$ cat config.mk
export PLATFORM = sky130hd
export DESIGN_NAME = nvsram_top
export DESIGN_NICKNAME = d
export VERILOG_FILES = /design/src/rtl/nvsram_pkg.sv /design/src/rtl/nvs_mode_dec.sv /design/src/rtl/nvs_seq.sv /design/src/rtl/nvs_arrays.sv /design/src/rtl/nvsram_top.sv
export SDC_FILE = /design/constraint.sdc
export NUM_CORES = 1
export LEC_CHECK = 0
export BUFFER_PORTS_ARGS = -buffer_cell sky130_fd_sc_hd__buf_2
export CORE_MARGIN = 10
export CORE_UTILIZATION = 45
export CTS_CLUSTER_SIZE = 40
export DETAILED_ROUTE_END_ITERATION = 7
export SYNTH_ARGS = -nofsm -noshare
export SYNTH_HDL_FRONTEND = slang
export SYNTH_HIERARCHICAL = 1
export SYNTH_SLANG_ARGS = --single-unit
$ cat constraint.sdc
create_clock -name clk -period 31.5 [get_ports clk]
set_clock_uncertainty 0.2 [all_clocks]
set_input_delay 3.15 -clock clk [delete_from_list [all_inputs] [get_ports clk]]
set_output_delay 3.15 -clock clk [all_outputs]
set_load 0.01 [all_outputs]
$ cat src/rtl/nvsram_pkg.sv
package nvsram_pkg;
    typedef enum logic [1:0] {
        XF_IDLE   = 2'd0,
        XF_STORE  = 2'd1,
        XF_RECALL = 2'd2
    } xfer_e;
endpackage

$ cat src/rtl/nvs_mode_dec.sv
module nvs_mode_dec (
    input  logic cs_n,
    input  logic we_n,
    input  logic rcl_n,
    input  logic sto_n,
    input  logic busy,
    output logic rd_en,
    output logic wr_en,
    output logic xfer_ok
);
    logic strobes_idle;

    always_comb begin
        strobes_idle = rcl_n && sto_n;
        rd_en        = !cs_n && we_n && strobes_idle && !busy;
        wr_en        = !cs_n && !we_n && strobes_idle && !busy;
        // a transfer may not begin in the middle of an active write cycle
        xfer_ok      = we_n || cs_n;
    end
endmodule

$ cat src/rtl/nvs_seq.sv
module nvs_seq
    import nvsram_pkg::*;
#(
    parameter int STORE_CYC  = 1250000,
    parameter int RECALL_CYC = 188
) (
    input  logic clk,
    input  logic rst,
    input  logic rcl_n,
    input  logic sto_n,
    input  logic pwr_ok,
    input  logic xfer_ok,
    output logic busy,
    output logic copy_sto,
    output logic copy_rcl
);
    localparam int MAX_CYC = (STORE_CYC > RECALL_CYC) ? STORE_CYC : RECALL_CYC;
    localparam int CNT_W   = $clog2(MAX_CYC + 1);

    typedef struct packed {
        xfer_e            kind;
        logic [CNT_W-1:0] cnt;
        logic             rcl_prev;
        logic             sto_prev;
    } seq_t;

    seq_t st_d, st_q;
    logic rcl_fall, sto_fall, done;

    always_comb begin
        st_d          = st_q;
        st_d.rcl_prev = rcl_n;
        st_d.sto_prev = sto_n;
        rcl_fall      = st_q.rcl_prev && !rcl_n;
        sto_fall      = st_q.sto_prev && !sto_n;
        busy          = (st_q.kind != XF_IDLE);
        done          = busy && (st_q.cnt == '0);
        copy_sto      = done && (st_q.kind == XF_STORE);
        copy_rcl      = done && (st_q.kind == XF_RECALL);
        if (busy) begin
            if (done) st_d.kind = XF_IDLE;
            else      st_d.cnt  = st_q.cnt - 1'b1;
        end else if (rcl_fall && xfer_ok) begin
            st_d.kind = XF_RECALL;
            st_d.cnt  = CNT_W'(RECALL_CYC - 1);
        end else if (sto_fall && rcl_n && pwr_ok && xfer_ok) begin
            st_d.kind = XF_STORE;
            st_d.cnt  = CNT_W'(STORE_CYC - 1);
        end
    end

    always_ff @(posedge clk) begin
        if (rst) begin
            st_q.kind     <= XF_IDLE;
            st_q.cnt      <= '0;
            st_q.rcl_prev <= 1'b1;
            st_q.sto_prev <= 1'b1;
        end else begin
            st_q <= st_d;
        end
    end

    assert_hold_busy_R9: assert property (@(posedge clk) disable iff (rst)
        (busy && st_q.cnt != '0) |=> busy);

    assert_recall_wins_R7: assert property (@(posedge clk) disable iff (rst)
        (!busy && rcl_fall && sto_fall && xfer_ok) |=> (st_q.kind == XF_RECALL));

    assert_low_supply_R8: assert property (@(posedge clk) disable iff (rst)
        (!busy && sto_fall && rcl_n && !pwr_ok) |=> !busy);
endmodule

$ cat src/rtl/nvs_arrays.sv
module nvs_arrays #(
    parameter int ADDR_W = 6,
    parameter int DATA_W = 4
) (
    input  logic              clk,
    input  logic              rst,
    input  logic [ADDR_W-1:0] addr,
    input  logic [DATA_W-1:0] din,
    input  logic              wr_en,
    input  logic              copy_sto,
    input  logic              copy_rcl,
    output logic [DATA_W-1:0] dout
);
    localparam int DEPTH = 1 << ADDR_W;

    logic [DATA_W-1:0] ram_d    [DEPTH];
    logic [DATA_W-1:0] ram_q    [DEPTH];
    logic [DATA_W-1:0] shadow_q [DEPTH];

    for (genvar w = 0; w < DEPTH; w++) begin : g_word
        always_comb begin
            ram_d[w] = ram_q[w];
            if (copy_rcl)
                ram_d[w] = shadow_q[w];
            else if (wr_en && addr == ADDR_W'(w))
                ram_d[w] = din;
        end

        always_ff @(posedge clk) begin
            if (rst) ram_q[w] <= '0;
            else     ram_q[w] <= ram_d[w];
        end

        // the shadow cell has no reset: it models the backup that outlives power loss
        always_ff @(posedge clk) begin
            if (copy_sto && !rst) shadow_q[w] <= ram_q[w];
        end
    end

    assign dout = ram_q[addr];

    assert_write_lands_R4: assert property (@(posedge clk) disable iff (rst)
        wr_en |=> (ram_q[$past(addr)] == $past(din)));
endmodule

$ cat src/rtl/nvsram_top.sv
module nvsram_top #(
    parameter int ADDR_W     = 6,
    parameter int DATA_W     = 4,
    parameter int STORE_CYC  = 1250000,
    parameter int RECALL_CYC = 188
) (
    input  logic              clk,
    input  logic              rst,
    input  logic              cs_n,
    input  logic              we_n,
    input  logic              rcl_n,
    input  logic              sto_n,
    input  logic              pwr_ok,
    input  logic [ADDR_W-1:0] addr,
    input  logic [DATA_W-1:0] din,
    output logic [DATA_W-1:0] dout,
    output logic              dout_oe,
    output logic              busy
);
    logic rd_en, wr_en, xfer_ok, copy_sto, copy_rcl;

    nvs_mode_dec u_dec (
        .cs_n    (cs_n),
        .we_n    (we_n),
        .rcl_n   (rcl_n),
        .sto_n   (sto_n),
        .busy    (busy),
        .rd_en   (rd_en),
        .wr_en   (wr_en),
        .xfer_ok (xfer_ok)
    );

    nvs_seq #(
        .STORE_CYC  (STORE_CYC),
        .RECALL_CYC (RECALL_CYC)
    ) u_seq (
        .clk      (clk),
        .rst      (rst),
        .rcl_n    (rcl_n),
        .sto_n    (sto_n),
        .pwr_ok   (pwr_ok),
        .xfer_ok  (xfer_ok),
        .busy     (busy),
        .copy_sto (copy_sto),
        .copy_rcl (copy_rcl)
    );

    nvs_arrays #(
        .ADDR_W (ADDR_W),
        .DATA_W (DATA_W)
    ) u_arr (
        .clk      (clk),
        .rst      (rst),
        .addr     (addr),
        .din      (din),
        .wr_en    (wr_en),
        .copy_sto (copy_sto),
        .copy_rcl (copy_rcl),
        .dout     (dout)
    );

    assign dout_oe = rd_en;

    assert_quiet_busy_R9: assert property (@(posedge clk) disable iff (rst)
        busy |-> !dout_oe);

    assert_standby_R2: assert property (@(posedge clk) disable iff (rst)
        (cs_n && rcl_n && sto_n) |-> !dout_oe);
endmodule

==> flow_metrics.tcl <==
set metrics [dict create \
    outcome "finished, final reports clean" \
    rows 82 \
    syn_inst 2113 \
    ff2ff_path_depth 10 \
    cts-resized-gates 0 \
    clk_pin_slew_worst_paths_ns 0.05 \
    worstHoldStart "u_arr/ram_q[17][1]$_SDFFE_PP0P_" \
    drtIter0Drc 1946 \
    synth_edf_count 256 \
    seq_area_frac_synth_pct 58.4 \
    maxCapViolCount 0 \
    cts.path.max_buffers 3 \
    grt_first_pass_wirelength_mm 95.7 \
    post_cts_buffers 0 \
    design.final.nets 2033 \
    io_buffers 22 \
    drv_slew 0 \
    clock_latency_ns 0.61 \
    timing.rr.end "u_arr/shadow_q[49][3]$_DFFE_PP_" \
    final_common_cell "nand2_1" \
    fin_crit_ns 9.72 \
    crit_type "input port to output pin" \
    die_w_um 245 \
    cp_common_cell "buf_4" \
    num_vias 17000 \
    ir_drop_v 0.0000419 \
    min_period_over_period_pct 30.9 \
    cts_tree "done" \
    met1_length_mm 27.5 \
    ant_nets 0 \
    ys_warn_count 6 \
    h-tree-depth 2 \
    synth_seq_cells 537 \
    cts_sinks 537 \
    worst_setup_path_start_kind "input port" \
    worst_ep_arrival_time_ns 6.37 \
    dp_hpwl_mm 34.8 \
    slew-limit-headroom_pct 15.9 \
    cts-root-buf "clkbuf_16" \
    async_reset_ff_share_pct 0 \
    syn_to_final_growth_pct 10.4 \
    routed_wl_mm 61.4 \
    ctsHoldBuffers 0 \
    hold_end "u_arr/shadow_q[17][1]$_DFFE_PP_" \
    gp_congestion 0.863 \
    r2r_slack_ns 26.30 \
    drt_drc_violations_left 0 \
    slowest_stage "buf_4" \
    power_density_mw_per_mm2 61.1 \
    antenna_cells 0 \
    syn_area_mm2 0.0228 \
    nFillCells 4411 \
    wl_per_cell_um 22.4 \
    detail_route.vias_per_cell 6.23 \
    required_ns 28.15 \
    synth_nets 2131 \
    fin_setup_tns_ns 0 \
    worstMarginPinSlew_ns 1.26 \
    max_clock_freq_mhz 103 \
    firstDrtPassIters 6 \
    wl_met3_mm 4.39 \
    ios 23 \
    grt_setup_unrepaired "false" \
    hold_class "flip-flop to flip-flop" \
    die_y_um 245 \
    worst_slack_ns 21.78 \
    reg2reg_from "u_seq/st_q[2]$_SDFFE_PP0P_" \
    dieArea_mm2 0.0601 \
    hold_viol_final 0 \
    layout_common_cells "nand2_1, nor2_1, dfxtp_1, edfxtp_1, a311oi_1" \
    synthDistinctLibCells 54 \
    gr-usage-all-layers_pct 19.7 \
    p_leak_nw 7.73 \
    hold_depth 0 \
    setup_violations 0 \
    end_kind "output pin" \
    grt_max_degree 253 \
    worst-path-max-fanout 47 \
    dp_slack_ns 21.75 \
    top_layer_used "met4" \
    avgSynthCellArea_um2 10.8 \
    drive_above_1_share_pct 11.1 \
    grt_overflow_total 0 \
    cts_buffers 56 \
    core_mm2 0.0502 \
    max_stage_delay_ns 0.78 \
    synth_ff_type "dfxtp_1" \
    start_util_pct 45.5 \
    grt_pass1_vias 15800 \
    wl_met2_mm 28.1 \
    worstPathCellList "buf_4 -> buf_4 -> mux4_2 -> a22oi_1 -> a21oi_1 -> or4_1 -> buf_2" \
    grt_antenna_before_repair 0 \
]
-- flip-flops by register name, indices dropped and copies added (netlist names) --
signal / cells
u_arr/ram_q: 256
u_seq/st_q: 25
u_arr/shadow_q: 256
-- cells by family (layout without fill, tap and decap cells) --
logic type / Yosys count / in the layout / share of synthesized area, %
adders and majority gates: 1 / 1 / 0.0548
AOI/OAI and AO/OA: 437 / 437 / 14.4
muxes: 81 / 81 / 7.10
buffers and inverters: 222 / 171 / 3.97
and+or+nand+nor: 835 / 835 / 16.1
DFF: 537 / 537 / 58.4
-- power by group --
group / switching, W / internal [W] / total [W]
Combinational: 0.0000599 / 0.0000319 / 0.0000918
Sequential: 0.0000164 / 0.000744 / 0.000760
Clock: 0.000279 / 0.000409 / 0.000688
Total: 0.000355 / 0.00118 / 0.00154
-- metal layers --
metal,GRT usage [%],vias to the layer above
met5,0,-
met3,2.80,84
met1,28.7,8468
met2,29.9,694
li1,-,7775
met4,6.12,0
-- metrics by stage --
step / instance area [µm²] / std cells / util (%) / power, W / hold WS, ns
after floorplan: 22800 / 2113 / - / 0.000836 / 0.216
after global placement: 23300 / 2629 / 46.4 / 0.000863 / 0.236
after detailed placement: 23300 / 2629 / 46.4 / 0.000865 / 0.237
after CTS: 25200 / 2734 / 50.2 / 0.00155 / 0.252
after global routing: 25200 / 2734 / 50.2 / 0.00159 / 0.266
final: 25200 / 2734 / 50.2 / 0.00154 / 0.254
-- worst max-delay path, delay by kind of cell --
family | cells | cell delay, ns
multiplexers | 1 | 0.61
AND/OR/NAND/NOR | 1 | 0.61
buffers and inverters | 3 | 1.46
AO/OA/AOI/OAI | 2 | 0.51
-- area by class of cell --
| class | count | area (µm²) | area share (%) |
|---|---|---|---|
| inverter | 10 | 45.0 | 0.179 |
| timing repair buffer | 56 | 392 | 1.55 |
| clock inverter | 28 | 354 | 1.41 |
| multi-input combinational | 1354 | 8700 | 34.5 |
| sequential | 537 | 13300 | 52.8 |
| tap | 672 | 841 | 3.34 |
| clock buffer | 77 | 1550 | 6.15 |
-- how the worst max path moves through the flow --
| stage | depth (start not counted) | startpoint | endpoint | slack [ns] |
|---|---|---|---|---|
| after floorplan | 3 | rst | u_arr/shadow_q[0][0]$_DFFE_PP_ | 15.77 |
| after global placement | 7 | addr[0] | dout[0] | 21.81 |
| after detailed placement | 7 | addr[0] | dout[0] | 21.75 |
| after CTS | 7 | addr[0] | dout[0] | 21.74 |
| final | 7 | addr[0] | dout[1] | 21.78 |
| after global routing | 7 | addr[0] | dout[0] | 21.55 |
-- cells in the mapped netlist (19+ instances only) --
library cell	instances	area, µm²
a21oi_1	29	145
a22oi_1	32	240
a311oi_1	244	2140
buf_2	19	95.1
clkbuf_1	186	698
dfxtp_1	281	5630
edfxtp_1	256	7690
mux4_2	62	1400
nand2_1	291	1090
nand3_1	173	866
nor2_1	288	1080
o21ai_0	91	455
No activity file was read; power rests on OpenSTA's default activity.
